<file path="config.mk">
export PLATFORM = sky130hd
export DESIGN_NAME = lsq_seq
export DESIGN_NICKNAME = d
export VERILOG_FILES = /design/src/rtl/lsq_pkg.sv /design/src/rtl/lsq_age_pick.sv /design/src/rtl/lsq_ring.sv /design/src/rtl/lsq_entry.sv /design/src/rtl/lsq_seq.sv
export SDC_FILE = /design/constraint.sdc
export NUM_CORES = 2
export LEC_CHECK = 0
export ABC_AREA = 1
export BUFFER_PORTS_ARGS = -buffer_cell sky130_fd_sc_hd__buf_2
export CAP_MARGIN = 20
export CELL_PAD_IN_SITES_DETAIL_PLACEMENT = 0
export CELL_PAD_IN_SITES_GLOBAL_PLACEMENT = 1
export CORE_ASPECT_RATIO = 1.5
export CORE_MARGIN = 2
export CORE_UTILIZATION = 40
export DETAILED_ROUTE_END_ITERATION = 12
export GPL_ROUTABILITY_DRIVEN = 0
export PLACE_DENSITY_LB_ADDON = 0.1
export SETUP_SLACK_MARGIN = 0.15
export SLEW_MARGIN = 15
export SYNTH_ARGS = -nofsm -noshare
export SYNTH_HDL_FRONTEND = slang
export SYNTH_SLANG_ARGS = --single-unit
</file>
<file path="constraint.sdc">
create_clock -name clk -period 16.5 [get_ports clk]
set_input_delay 0 -clock clk [delete_from_list [all_inputs] [get_ports clk]]
set_output_delay 0 -clock clk [all_outputs]
set_load 0.005 [all_outputs]
</file>
<file path="src/rtl/lsq_pkg.sv">
`timescale 1ns/1ps
package lsq_pkg;

  typedef enum logic [3:0] {
    E_FREE,
    E_AGEN,
    E_VARDY,
    E_XLATE,
    E_PARDY,
    E_MEMOK,
    E_INFLT,
    E_MISS,
    E_DATA,
    E_DONE,
    E_ERR
  } ent_st_e;

endpackage

</file>
<file path="src/rtl/lsq_age_pick.sv">
`timescale 1ns/1ps
// Rotating oldest-first selector: the search begins at base_i and wraps.
module lsq_age_pick #(
  parameter int DEPTH = 16,
  localparam int IW = $clog2(DEPTH)
) (
  input  logic [DEPTH-1:0] req_i,
  input  logic [IW-1:0]    base_i,
  output logic             vld_o,
  output logic [IW-1:0]    idx_o
);

  logic [IW-1:0] probe;

  always_comb begin
    vld_o = 1'b0;
    idx_o = '0;
    probe = '0;
    for (int k = 0; k < DEPTH; k++) begin
      probe = base_i + IW'(k);
      if (!vld_o && req_i[probe]) begin
        vld_o = 1'b1;
        idx_o = probe;
      end
    end
  end

endmodule

</file>
<file path="src/rtl/lsq_ring.sv">
`timescale 1ns/1ps
// Head, tail and occupancy of the ring.
module lsq_ring #(
  parameter int DEPTH   = 16,
  parameter int ALLOC_W = 2,
  localparam int IW  = $clog2(DEPTH),
  localparam int CW  = IW + 1,
  localparam int ACW = $clog2(ALLOC_W + 1)
) (
  input  logic           clk,
  input  logic           rst_n,
  input  logic [ACW-1:0] alloc_cnt_i,
  input  logic           retire_i,
  input  logic           tail_done_i,
  output logic           alloc_ok_o,
  output logic           ret_fire_o,
  output logic [IW-1:0]  head_o,
  output logic [IW-1:0]  tail_o
);

  localparam logic [CW-1:0] FULL = CW'(DEPTH);

  logic [IW-1:0] head_q, head_d, tail_q, tail_d;
  logic [CW-1:0] used_q, used_d, room, want, take;
  logic          in_range;

  always_comb begin
    room     = FULL - used_q;
    want     = CW'(alloc_cnt_i);
    in_range = alloc_cnt_i <= ACW'(ALLOC_W);
    alloc_ok_o = in_range && (want <= room);
    take       = alloc_ok_o ? want : '0;
    ret_fire_o = retire_i && tail_done_i;
    head_d = head_q + IW'(take);
    tail_d = tail_q + IW'(ret_fire_o);
    used_d = used_q + take - CW'(ret_fire_o);
  end

  always_ff @(posedge clk or negedge rst_n) begin
    if (!rst_n) begin
      head_q <= '0;
      tail_q <= '0;
      used_q <= '0;
    end else begin
      head_q <= head_d;
      tail_q <= tail_d;
      used_q <= used_d;
    end
  end

  assign head_o = head_q;
  assign tail_o = tail_q;

endmodule

</file>
<file path="src/rtl/lsq_entry.sv">
`timescale 1ns/1ps
// State machine and payload of one slot.
module lsq_entry
  import lsq_pkg::*;
#(
  parameter int VA_W   = 32,
  parameter int PA_W   = 32,
  parameter int DATA_W = 32
) (
  input  logic              clk,
  input  logic              rst_n,
  input  logic              alloc_i,
  input  logic              alloc_st_i,
  input  logic [DATA_W-1:0] alloc_data_i,
  input  logic              free_i,
  input  logic              agen_i,
  input  logic [VA_W-1:0]   agen_va_i,
  input  logic              xl_go_i,
  input  logic              xl_rsp_i,
  input  logic              xl_err_i,
  input  logic [PA_W-1:0]   xl_pa0_i,
  input  logic [PA_W-1:0]   xl_pa1_i,
  input  logic              xl_split_i,
  input  logic              dep_ok_i,
  input  logic              mem_go_i,
  input  logic              mem_rsp_i,
  input  logic              mem_hit_i,
  input  logic [DATA_W-1:0] mem_data_i,
  input  logic              wake_i,
  input  logic              wb_go_i,
  output ent_st_e           st_o,
  output logic [VA_W-1:0]   va_o,
  output logic [PA_W-1:0]   pa0_o,
  output logic [PA_W-1:0]   pa1_o,
  output logic              split_o,
  output logic              store_o,
  output logic [DATA_W-1:0] data_o
);

  ent_st_e           st_q, st_d;
  logic              live, do_alloc, do_agen, do_pa, do_load;
  logic [VA_W-1:0]   va_q;
  logic [PA_W-1:0]   pa0_q, pa1_q;
  logic              split_q, store_q;
  logic [DATA_W-1:0] data_q;

  always_comb begin
    live     = !(st_q inside {E_FREE, E_DONE, E_ERR});
    do_alloc = alloc_i && (st_q == E_FREE);
    do_agen  = agen_i && live;
    do_pa    = 1'b0;
    do_load  = 1'b0;
    st_d     = st_q;
    if (do_alloc) begin
      st_d = E_AGEN;
    end else if (free_i && (st_q inside {E_DONE, E_ERR})) begin
      st_d = E_FREE;
    end else if (do_agen) begin
      st_d = E_VARDY;
    end else begin
      case (st_q)
        E_VARDY: if (xl_go_i) st_d = E_XLATE;
        E_XLATE: begin
          if (xl_rsp_i) begin
            if (xl_err_i) begin
              st_d = E_ERR;
            end else begin
              st_d  = E_PARDY;
              do_pa = 1'b1;
            end
          end
        end
        E_PARDY: if (dep_ok_i) st_d = E_MEMOK;
        E_MEMOK: if (mem_go_i) st_d = E_INFLT;
        E_INFLT: begin
          if (mem_rsp_i) begin
            if (!mem_hit_i) begin
              st_d = E_MISS;
            end else if (store_q) begin
              st_d = E_DONE;
            end else begin
              st_d    = E_DATA;
              do_load = 1'b1;
            end
          end
        end
        E_MISS:  if (wake_i) st_d = E_MEMOK;
        E_DATA:  if (wb_go_i) st_d = E_DONE;
        default: st_d = st_q;
      endcase
    end
  end

  always_ff @(posedge clk or negedge rst_n) begin
    if (!rst_n) st_q <= E_FREE;
    else        st_q <= st_d;
  end

  always_ff @(posedge clk) begin
    if (do_alloc) store_q <= alloc_st_i;
    if (do_agen)  va_q    <= agen_va_i;
    if (do_pa) begin
      pa0_q   <= xl_pa0_i;
      pa1_q   <= xl_pa1_i;
      split_q <= xl_split_i;
    end
    if (do_alloc)     data_q <= alloc_data_i;
    else if (do_load) data_q <= mem_data_i;
  end

  assign st_o    = st_q;
  assign va_o    = va_q;
  assign pa0_o   = pa0_q;
  assign pa1_o   = pa1_q;
  assign split_o = split_q;
  assign store_o = store_q;
  assign data_o  = data_q;

endmodule

</file>
<file path="src/rtl/lsq_seq.sv">
`timescale 1ns/1ps
module lsq_seq
  import lsq_pkg::*;
#(
  parameter int DEPTH   = 16,
  parameter int ALLOC_W = 2,
  parameter int VA_W    = 32,
  parameter int PA_W    = 32,
  parameter int DATA_W  = 32,
  parameter int ERR_W   = 3,
  localparam int IW  = $clog2(DEPTH),
  localparam int ACW = $clog2(ALLOC_W + 1)
) (
  input  logic                      clk,
  input  logic                      rst_n,
  input  logic [ACW-1:0]            alloc_cnt,
  input  logic [ALLOC_W-1:0]        alloc_is_store,
  input  logic [ALLOC_W*DATA_W-1:0] alloc_sdata,
  output logic                      alloc_ok,
  output logic [IW-1:0]             head_o,
  output logic [IW-1:0]             tail_o,
  input  logic                      agen_vld,
  input  logic [IW-1:0]             agen_idx,
  input  logic [VA_W-1:0]           agen_va,
  output logic                      xl_req,
  input  logic                      xl_gnt,
  output logic [IW-1:0]             xl_idx,
  output logic [VA_W-1:0]           xl_va,
  input  logic                      xl_rsp_vld,
  input  logic [IW-1:0]             xl_rsp_idx,
  input  logic [ERR_W-1:0]          xl_rsp_err,
  input  logic [PA_W-1:0]           xl_rsp_pa0,
  input  logic [PA_W-1:0]           xl_rsp_pa1,
  input  logic                      xl_rsp_split,
  input  logic [DEPTH-1:0]          dep_clr,
  output logic                      mem_req,
  input  logic                      mem_gnt,
  output logic [DEPTH-1:0]          mem_tag,
  output logic [PA_W-1:0]           mem_pa0,
  output logic [PA_W-1:0]           mem_pa1,
  output logic                      mem_split,
  output logic                      mem_store,
  output logic [DATA_W-1:0]         mem_wdata,
  input  logic                      mem_rsp_vld,
  input  logic [IW-1:0]             mem_rsp_idx,
  input  logic                      mem_rsp_hit,
  input  logic [DATA_W-1:0]         mem_rsp_data,
  input  logic [DEPTH-1:0]          wake,
  output logic                      wb_req,
  input  logic                      wb_gnt,
  output logic [IW-1:0]             wb_idx,
  output logic [DATA_W-1:0]         wb_data,
  input  logic                      retire_vld
);

  localparam int CW = IW + 1;

  ent_st_e           e_st    [DEPTH];
  logic [VA_W-1:0]   e_va    [DEPTH];
  logic [PA_W-1:0]   e_pa0   [DEPTH];
  logic [PA_W-1:0]   e_pa1   [DEPTH];
  logic              e_split [DEPTH];
  logic              e_store [DEPTH];
  logic [DATA_W-1:0] e_data  [DEPTH];

  logic [DEPTH-1:0] xl_rq, mem_rq, wb_rq;
  logic             xl_vld, mem_vld, wb_vld;
  logic [IW-1:0]    xl_sel, mem_sel, wb_sel;
  logic             ret_fire, tail_done, xl_err_any;
  logic [IW-1:0]    head_w, tail_w;

  assign tail_done  = e_st[tail_w] inside {E_DONE, E_ERR};
  assign xl_err_any = |xl_rsp_err;

  lsq_ring #(.DEPTH(DEPTH), .ALLOC_W(ALLOC_W)) u_ring (
    .clk         (clk),
    .rst_n       (rst_n),
    .alloc_cnt_i (alloc_cnt),
    .retire_i    (retire_vld),
    .tail_done_i (tail_done),
    .alloc_ok_o  (alloc_ok),
    .ret_fire_o  (ret_fire),
    .head_o      (head_w),
    .tail_o      (tail_w)
  );

  for (genvar i = 0; i < DEPTH; i++) begin : g_ent
    logic [IW-1:0]     off;
    logic              a_hit, a_st;
    logic [DATA_W-1:0] a_dat;

    assign off   = IW'(i) - head_w;
    assign a_hit = alloc_ok && (CW'(off) < CW'(alloc_cnt));

    always_comb begin
      a_dat = '0;
      a_st  = 1'b0;
      for (int s = 0; s < ALLOC_W; s++) begin
        if (off == IW'(s)) begin
          a_dat = alloc_sdata[s*DATA_W +: DATA_W];
          a_st  = alloc_is_store[s];
        end
      end
    end

    lsq_entry #(.VA_W(VA_W), .PA_W(PA_W), .DATA_W(DATA_W)) u_ent (
      .clk          (clk),
      .rst_n        (rst_n),
      .alloc_i      (a_hit),
      .alloc_st_i   (a_st),
      .alloc_data_i (a_dat),
      .free_i       (ret_fire && (tail_w == IW'(i))),
      .agen_i       (agen_vld && (agen_idx == IW'(i))),
      .agen_va_i    (agen_va),
      .xl_go_i      (xl_vld && xl_gnt && (xl_sel == IW'(i))),
      .xl_rsp_i     (xl_rsp_vld && (xl_rsp_idx == IW'(i))),
      .xl_err_i     (xl_err_any),
      .xl_pa0_i     (xl_rsp_pa0),
      .xl_pa1_i     (xl_rsp_pa1),
      .xl_split_i   (xl_rsp_split),
      .dep_ok_i     (dep_clr[i]),
      .mem_go_i     (mem_vld && mem_gnt && (mem_sel == IW'(i))),
      .mem_rsp_i    (mem_rsp_vld && (mem_rsp_idx == IW'(i))),
      .mem_hit_i    (mem_rsp_hit),
      .mem_data_i   (mem_rsp_data),
      .wake_i       (wake[i]),
      .wb_go_i      (wb_vld && wb_gnt && (wb_sel == IW'(i))),
      .st_o         (e_st[i]),
      .va_o         (e_va[i]),
      .pa0_o        (e_pa0[i]),
      .pa1_o        (e_pa1[i]),
      .split_o      (e_split[i]),
      .store_o      (e_store[i]),
      .data_o       (e_data[i])
    );

    assign xl_rq[i]  = e_st[i] == E_VARDY;
    assign mem_rq[i] = e_st[i] == E_MEMOK;
    assign wb_rq[i]  = e_st[i] == E_DATA;
  end

  lsq_age_pick #(.DEPTH(DEPTH)) u_pick_xl (
    .req_i (xl_rq), .base_i (tail_w), .vld_o (xl_vld), .idx_o (xl_sel)
  );
  lsq_age_pick #(.DEPTH(DEPTH)) u_pick_mem (
    .req_i (mem_rq), .base_i (tail_w), .vld_o (mem_vld), .idx_o (mem_sel)
  );
  lsq_age_pick #(.DEPTH(DEPTH)) u_pick_wb (
    .req_i (wb_rq), .base_i (tail_w), .vld_o (wb_vld), .idx_o (wb_sel)
  );

  assign head_o = head_w;
  assign tail_o = tail_w;

  assign xl_req = xl_vld;
  assign xl_idx = xl_sel;
  assign xl_va  = xl_vld ? e_va[xl_sel] : '0;

  assign mem_req   = mem_vld;
  assign mem_tag   = mem_vld ? (DEPTH'(1) << mem_sel) : '0;
  assign mem_pa0   = mem_vld ? e_pa0[mem_sel] : '0;
  assign mem_pa1   = mem_vld ? e_pa1[mem_sel] : '0;
  assign mem_split = mem_vld && e_split[mem_sel];
  assign mem_store = mem_vld && e_store[mem_sel];
  assign mem_wdata = mem_store ? e_data[mem_sel] : '0;

  assign wb_req  = wb_vld;
  assign wb_idx  = wb_sel;
  assign wb_data = wb_vld ? e_data[wb_sel] : '0;

endmodule

</file>
**After elaboration in Yosys (flattened, before gate mapping)**

Index checks and enable logic that the tools add are counted.

- $add $sub $neg: 36
- Eq/ne operators: 379
- Order comparisons: 38
- Reductions and logical operators: 410
- Shifts and indexed selects: 1
- Bitwise logic cells: 4
- Muxes and demuxes: 721

Operators with widths:

| kind | count |
|---|---|
| 2-to-1 mux 32 bit | 79 |
| 2-to-1 mux 4 bit | 227 |
| binary-select mux 32 bit (select 4 bit) | 5 |
| one-hot mux 4 bit (7 select lines) | 16 |
| == test 4 bit, second input constant | 106 |
| == test 4 x 3 -> 1 bit, second input constant | 92 |
| 2-to-1 mux 1 bit | 341 |
| inequality test 5 bit, second input constant | 48 |
| logical AND 1 bit | 228 |
| binary-select mux 1 bit (select 4 bit) | 50 |
| == test 4 x 2 -> 1 bit, second input constant | 46 |
| inequality test 5 x 1 -> 1 bit, second input constant | 32 |
| inequality test 5 x 2 -> 1 bit, second input constant | 32 |
| nonzero test 10 bit | 16 |
| zero test 4 bit | 39 |
| AND reduction 8 bit | 16 |
| == test 4 x 1 -> 1 bit, second input constant | 23 |
| < comparator 4 x 5 -> 1 bit, second input constant | 16 |
| nonzero test 2 bit | 33 |
| < comparator 4 x 2 -> 1 bit | 16 |
| zero test 1 bit | 61 |
| nonzero test 3 bit | 16 |
| adder 4 bit, second input constant | 8 |
| subtractor 4 bit, first input constant | 8 |
| other kinds (20) | 35 |

- Logic and storage cells: 1704
- Output and inout port bits: 198
- Input port bits: 254
- Register bits: 2157

**Longest topological paths before layout**

- Word-level depth: 56
- Depth in mapped cells: 37

**Hierarchy**

A second synthesis with hierarchy kept.

- Cells, all modules: 11786
- Area total of the unflattened synthesis: 110860.1 sq um

Modules (own cells, without submodules):

| module | area each (sq um) | cells each | instances | sequential area each (sq um) |
|---|---|---|---|---|
| lsq_entry | 4883.4 | 329 | 16 | 4003.8 |
| lsq_seq | 26481.6 | 5410 | 1 | 0.0 |
| lsq_age_pick | 1806.7 | 342 | 3 | 0.0 |
| lsq_ring | 823.3 | 86 | 1 | 325.3 |

**Worst setup path before layout**

No wires, ideal clock.

- Path type: register -> register
- From: register u_ring.tail_q[1], in the netlist u_ring.tail_o[1]
- To: register g_ent[0].u_ent.pa0_q[0] (enable)
- Arrival time: 9398 ps
- Library setup time: 672 ps
- Setup slack: 6430 ps
- Stages on the path, launching flop included: 17
- Data required time: 15828 ps
- Path through: dfrtp_1 buf_2 buf_2 buf_4 clkbuf_1 clkbuf_1 o21ai_0 o211ai_1 o211ai_1 o21ai_0 xor2_1 nand2_1 nor2_1 nand3_1 nand2_1 nor2_1 nor4b_1

- Cells in the longest elaborated chain, start to end: 11
- Elaborated cells on any way between the ends: 13
- Classes of those cells: eq/ne (2); mux (5); bitwise (1); reduce/logical (5)

Ends and longest elaborated chain:

| element | RTL line | RTL |
|---|---|---|
| start, declared | lsq_ring.sv:23 | `logic [IW-1:0] head_q, head_d, tail_q, tail_d;` |
| start signal, assigned | lsq_ring.sv:46 | `tail_q <= tail_d;` |
| inverter 4 -> 5 bit (implied by the code) | lsq_seq.sv:72 | `assign tail_done = e_st[tail_w] inside {E_DONE, E_ERR};` |
| binary-select mux 4 bit (select 4 bit) | lsq_seq.sv:72 |  |
| 2-to-1 mux 4 bit (implied by the code) (2 in series) | lsq_seq.sv:72 |  |
| == test 4 bit | lsq_seq.sv:72 |  |
| nonzero test 2 bit | lsq_seq.sv:72 |  |
| logical AND 1 bit | lsq_ring.sv:33 | `ret_fire_o = retire_i && tail_done_i;` |
| logical AND 1 bit (*) | lsq_seq.sv:112 | `.free_i (ret_fire && (tail_w == IW'(i))),` |
| logical AND 1 bit (*) | lsq_entry.sv:56 | `end else if (free_i && (st_q inside {E_DONE, E_ERR})) begin` |
| 2-to-1 mux 1 bit (*) | lsq_entry.sv:56 |  |
| 2-to-1 mux 1 bit (*) | lsq_entry.sv:54 | `if (do_alloc) begin` |
| net g_ent[0].u_ent.do_pa | lsq_entry.sv:41 | `logic live, do_alloc, do_agen, do_pa, do_load;` |
| end signal, assigned | lsq_entry.sv:103 | `pa0_q <= xl_pa0_i;` |
| end, declared | lsq_entry.sv:43 | `logic [PA_W-1:0] pa0_q, pa1_q;` |

The timed path passes the listed nets; every way through them passes the cells marked *. The select of a mux whose other input is x is not followed.
A chain may end at the register's enable or synchronous reset.

**Worst setup path after layout**

- From: register u_ring.tail_q[1], in the netlist u_ring.tail_o[1]
- To: output port mem_wdata[24]

- Cells in the longest elaborated chain, start to end: 54
- Elaborated cells on any way between the ends: 118
- Classes of those cells: add/sub (15); mux (71); bitwise (1); reduce/logical (31)

Ends and longest elaborated chain:

| element | RTL line | RTL |
|---|---|---|
| branches (longest 53 deep; another with adder 4 x 1 -> 4 bit) | -- |  |
| 2-to-1 mux 32 bit (*) | lsq_seq.sv:165 | `assign mem_wdata = mem_store ? e_data[mem_sel] : '0;` |
| end, declared | lsq_seq.sv:43 | `output logic [DATA_W-1:0] mem_wdata,` |

Every way passes the cells marked *. The select of a mux whose other input is x is not followed.

==> results_dict.tcl <==
set metrics [dict create \
    htreeDepth 4 \
    synthAdderAreaFrac_pct 0.547 \
    nFillCells 26400 \
    cts_made_buffers 218 \
    r2r-start "u_ring.tail_o[1]" \
    ys_async_sr_fraction_pct 3.57 \
    clkLatencyLatePin_ns 0.93 \
    yosys_most_used_dff "edfxtp_1" \
    drv_cap 0 \
    grt_pass1_vias 93900 \
    numPortBuffers 451 \
    wl_um 491000 \
    status "complete, but fails checks" \
    dr.pass1.iters 9 \
    synth_compound_gate_area_share_pct 12.4 \
    period_share_pct 56.9 \
    synth-edff-count 2080 \
    cp_slowest_stage_delay_ns 0.84 \
    final_util_pct 46.0 \
    yosysWarnings 0 \
    viasPerCell 5.99 \
    post_drt_wl_per_cell_um 29.7 \
    antenna_found_initial 66 \
    avgSynthCellArea_um2 9.06 \
    max_freq_mhz 106 \
    failed_checks "negative hold slack" \
    row_count 236 \
    seq_area_frac_synth_pct 58.4 \
    ff2ff_path_depth 29 \
    root_buffer "clkbuf_16" \
    clkTransAtPathRegs_ns 0.07 \
    crit_path_start_kind "flip-flop" \
    initial_core_util_pct 40.1 \
    synth_top_area_share_pct 56.7 \
    cts_tree "done" \
    drtIter0Drc 11900 \
    critPathKind "flip-flop to output pin" \
    crit_family "simple AND/OR/NAND/NOR gates" \
    overflow 0 \
    crit_path_top_delay_cell "ha_1" \
    ctsLongestPathBuffers 4 \
    grt_pass1_wl_um 684000 \
    synth_mux_area_share_pct 0 \
    die_w_um 433 \
    ant_nets 0 \
    grt_use_total_pct 34.1 \
    cp_common_cell "nand2_1" \
    synth_top_cells_by_area "edfxtp_1, nand2_1, nor2_1" \
    arrival_ns 9.39 \
    crit_fanout 83 \
    syn_area_um2 110000 \
    ys_ff_latch 2157 \
    cts.sinks 2157 \
    vias 99000 \
    synth-xor-area-share_pct 0.179 \
    ios 452 \
    syn2layout_area_growth_pct 14.7 \
    syn-num-nets 12500 \
    core_um2 275000 \
    skew_ns 0.0606 \
    synthCells 12200 \
    finalHoldViolations 1 \
    dieArea_um2 280000 \
    die_h_um 647 \
    synth_common_cells "nand2_1, edfxtp_1, nor2_1" \
    timing.rr.end "g_ent[12].u_ent.st_o[2]" \
    synth_cell_types 68 \
    synth_top_family_by_area "simple AND/OR/NAND/NOR gates" \
    critPathCaptureType "output pin" \
    setup_viol 0 \
    whs_ns -0.00421 \
    min_period_ns 9.39 \
    hold_path_class "primary input to asynchronous set/reset pin" \
    rsz0062_at_grt "false" \
    slew_violations 0 \
    drive_gt1_share_pct 8.87 \
    yosysMostFrequentCell "nand2_1" \
    drc 0 \
    synthSimpleGateAreaFrac_pct 21.9 \
    worst_pin_slew_ns 1.41 \
    dp_hpwl_um 284000 \
    slew_headroom_pct 6.22 \
    final_nets 12900 \
    post_cts_buffers 0 \
    r2r_slack_ns 7.45 \
    setup-tns-final_ns 0 \
    yosysTopAreaCell "edfxtp_1" \
    crit_buf_inv 8 \
    grt_max_degree 180 \
    crit_required_ns 16.50 \
]
## cells by family (layout without fill, tap and decap cells)
family / Yosys count / count (layout)
AND/OR/NAND/NOR: 5818 / 5818
other: 0 / 45
adder cells (fa/ha/maj): 47 / 47
XOR/XNOR: 20 / 20
flip-flops: 2157 / 2157
AO/OA/AOI/OAI: 2338 / 2338
buffers and inverters: 1792 / 2411
## layout make-up
type                            count  area (um2)  share of cell area (%)
Sequential cell                  2157       64400                    50.9
Inverter                         1014        3820                    3.02
Multi-Input combinational cell   8223       39400                    31.1
Timing Repair Buffer             1014        7530                    5.96
Clock inverter                     99         795                   0.628
Antenna cell                       45         113                  0.0890
Tap cell                         3689        4620                    3.65
Clock buffer                      284        5880                    4.65
## placed cells by master (no fill, tap or decap), drive strengths merged, types with 67 or more instances in the layout
cell / n
clkinv: 95
o22ai: 930
o221ai: 70
nor3: 309
buf: 623
nand4: 115
nor2: 1824
o21ai: 1016
o31ai: 134
nand3: 797
or2: 67
clkbuf: 284
dfrtp: 77
nand2: 2648
a21oi: 122
inv: 997
edfxtp: 2080
dlygate4sd3: 391
## worst max path at each step
stage | start | to | slack [ns] | depth (start not counted)
final | u_ring.tail_o[1] | mem_wdata[24] | 7.11 | 30
after global routing | u_ring.tail_o[1] | mem_wdata[30] | 6.67 | 30
after CTS | u_ring.tail_o[1] | mem_wdata[26] | 7.16 | 30
after detailed placement | u_ring.tail_o[1] | mem_wdata[26] | 8.11 | 30
after global placement | u_ring.tail_o[1] | mem_wdata[26] | 8.22 | 30
after floorplan | u_ring.tail_o[1] | g_ent[0].u_ent.pa0_o[0] | 6.43 | 16
## timing repair
| action | 4_1_cts | 5_1_grt |
|---|---|---|
| endpoints found under the hold margin | 2254 | 0 |
| gates resized for setup | 0 | 0 |
| setup endpoints to repair | 0 | 0 |
| hold buffers | 391 | 0 |
## metrics by stage
stage / cells / setup slack [ns] / area (um2) / hold WS, ns
after detailed placement: 15700 / 8.11 / 116000 / -0.0799
after floorplan: 12200 / 6.43 / 110000 / -0.296
after global routing: 16500 / 6.67 / 126000 / 0.0304
after global placement: 15700 / 8.22 / 116000 / -0.0748
final: 16500 / 7.11 / 127000 / -0.00421
after CTS: 16500 / 7.16 / 126000 / 0.0000865
## routing by layer
metal  vias up  wire length, um  GRT usage (%)
met5         -              212              0
met4        36            35300           21.0
met3      1631            51200           7.75
met2      6035           228000           55.5
met1     48100           177000           40.8
li1      43300                -              -
## registers in the layout (all words and copies together) (netlist names)
signal	flops
u_ring.used_q	5
u_ring.tail_o	4
g_ent.u_ent.va_o	512
g_ent.u_ent.st_o	64
g_ent.u_ent.pa1_o	512
g_ent.u_ent.pa0_o	512
g_ent.u_ent.store_o	16
u_ring.head_o	4
g_ent.u_ent.split_o	16
g_ent.u_ent.data_o	512
## worst register-to-register path: cells and delay by family (launching register included)
family | cells | cell delay, ns
AND/OR/NAND/NOR | 20 | 4.13
adder cells (fa/ha/maj) | 1 | 0.85
buffers and inverters | 8 | 3.70
flip-flops | 1 | 0.34
Power is not shown: default switching activity piles up to over one toggle a cycle in this logic, so the estimate is an artifact.
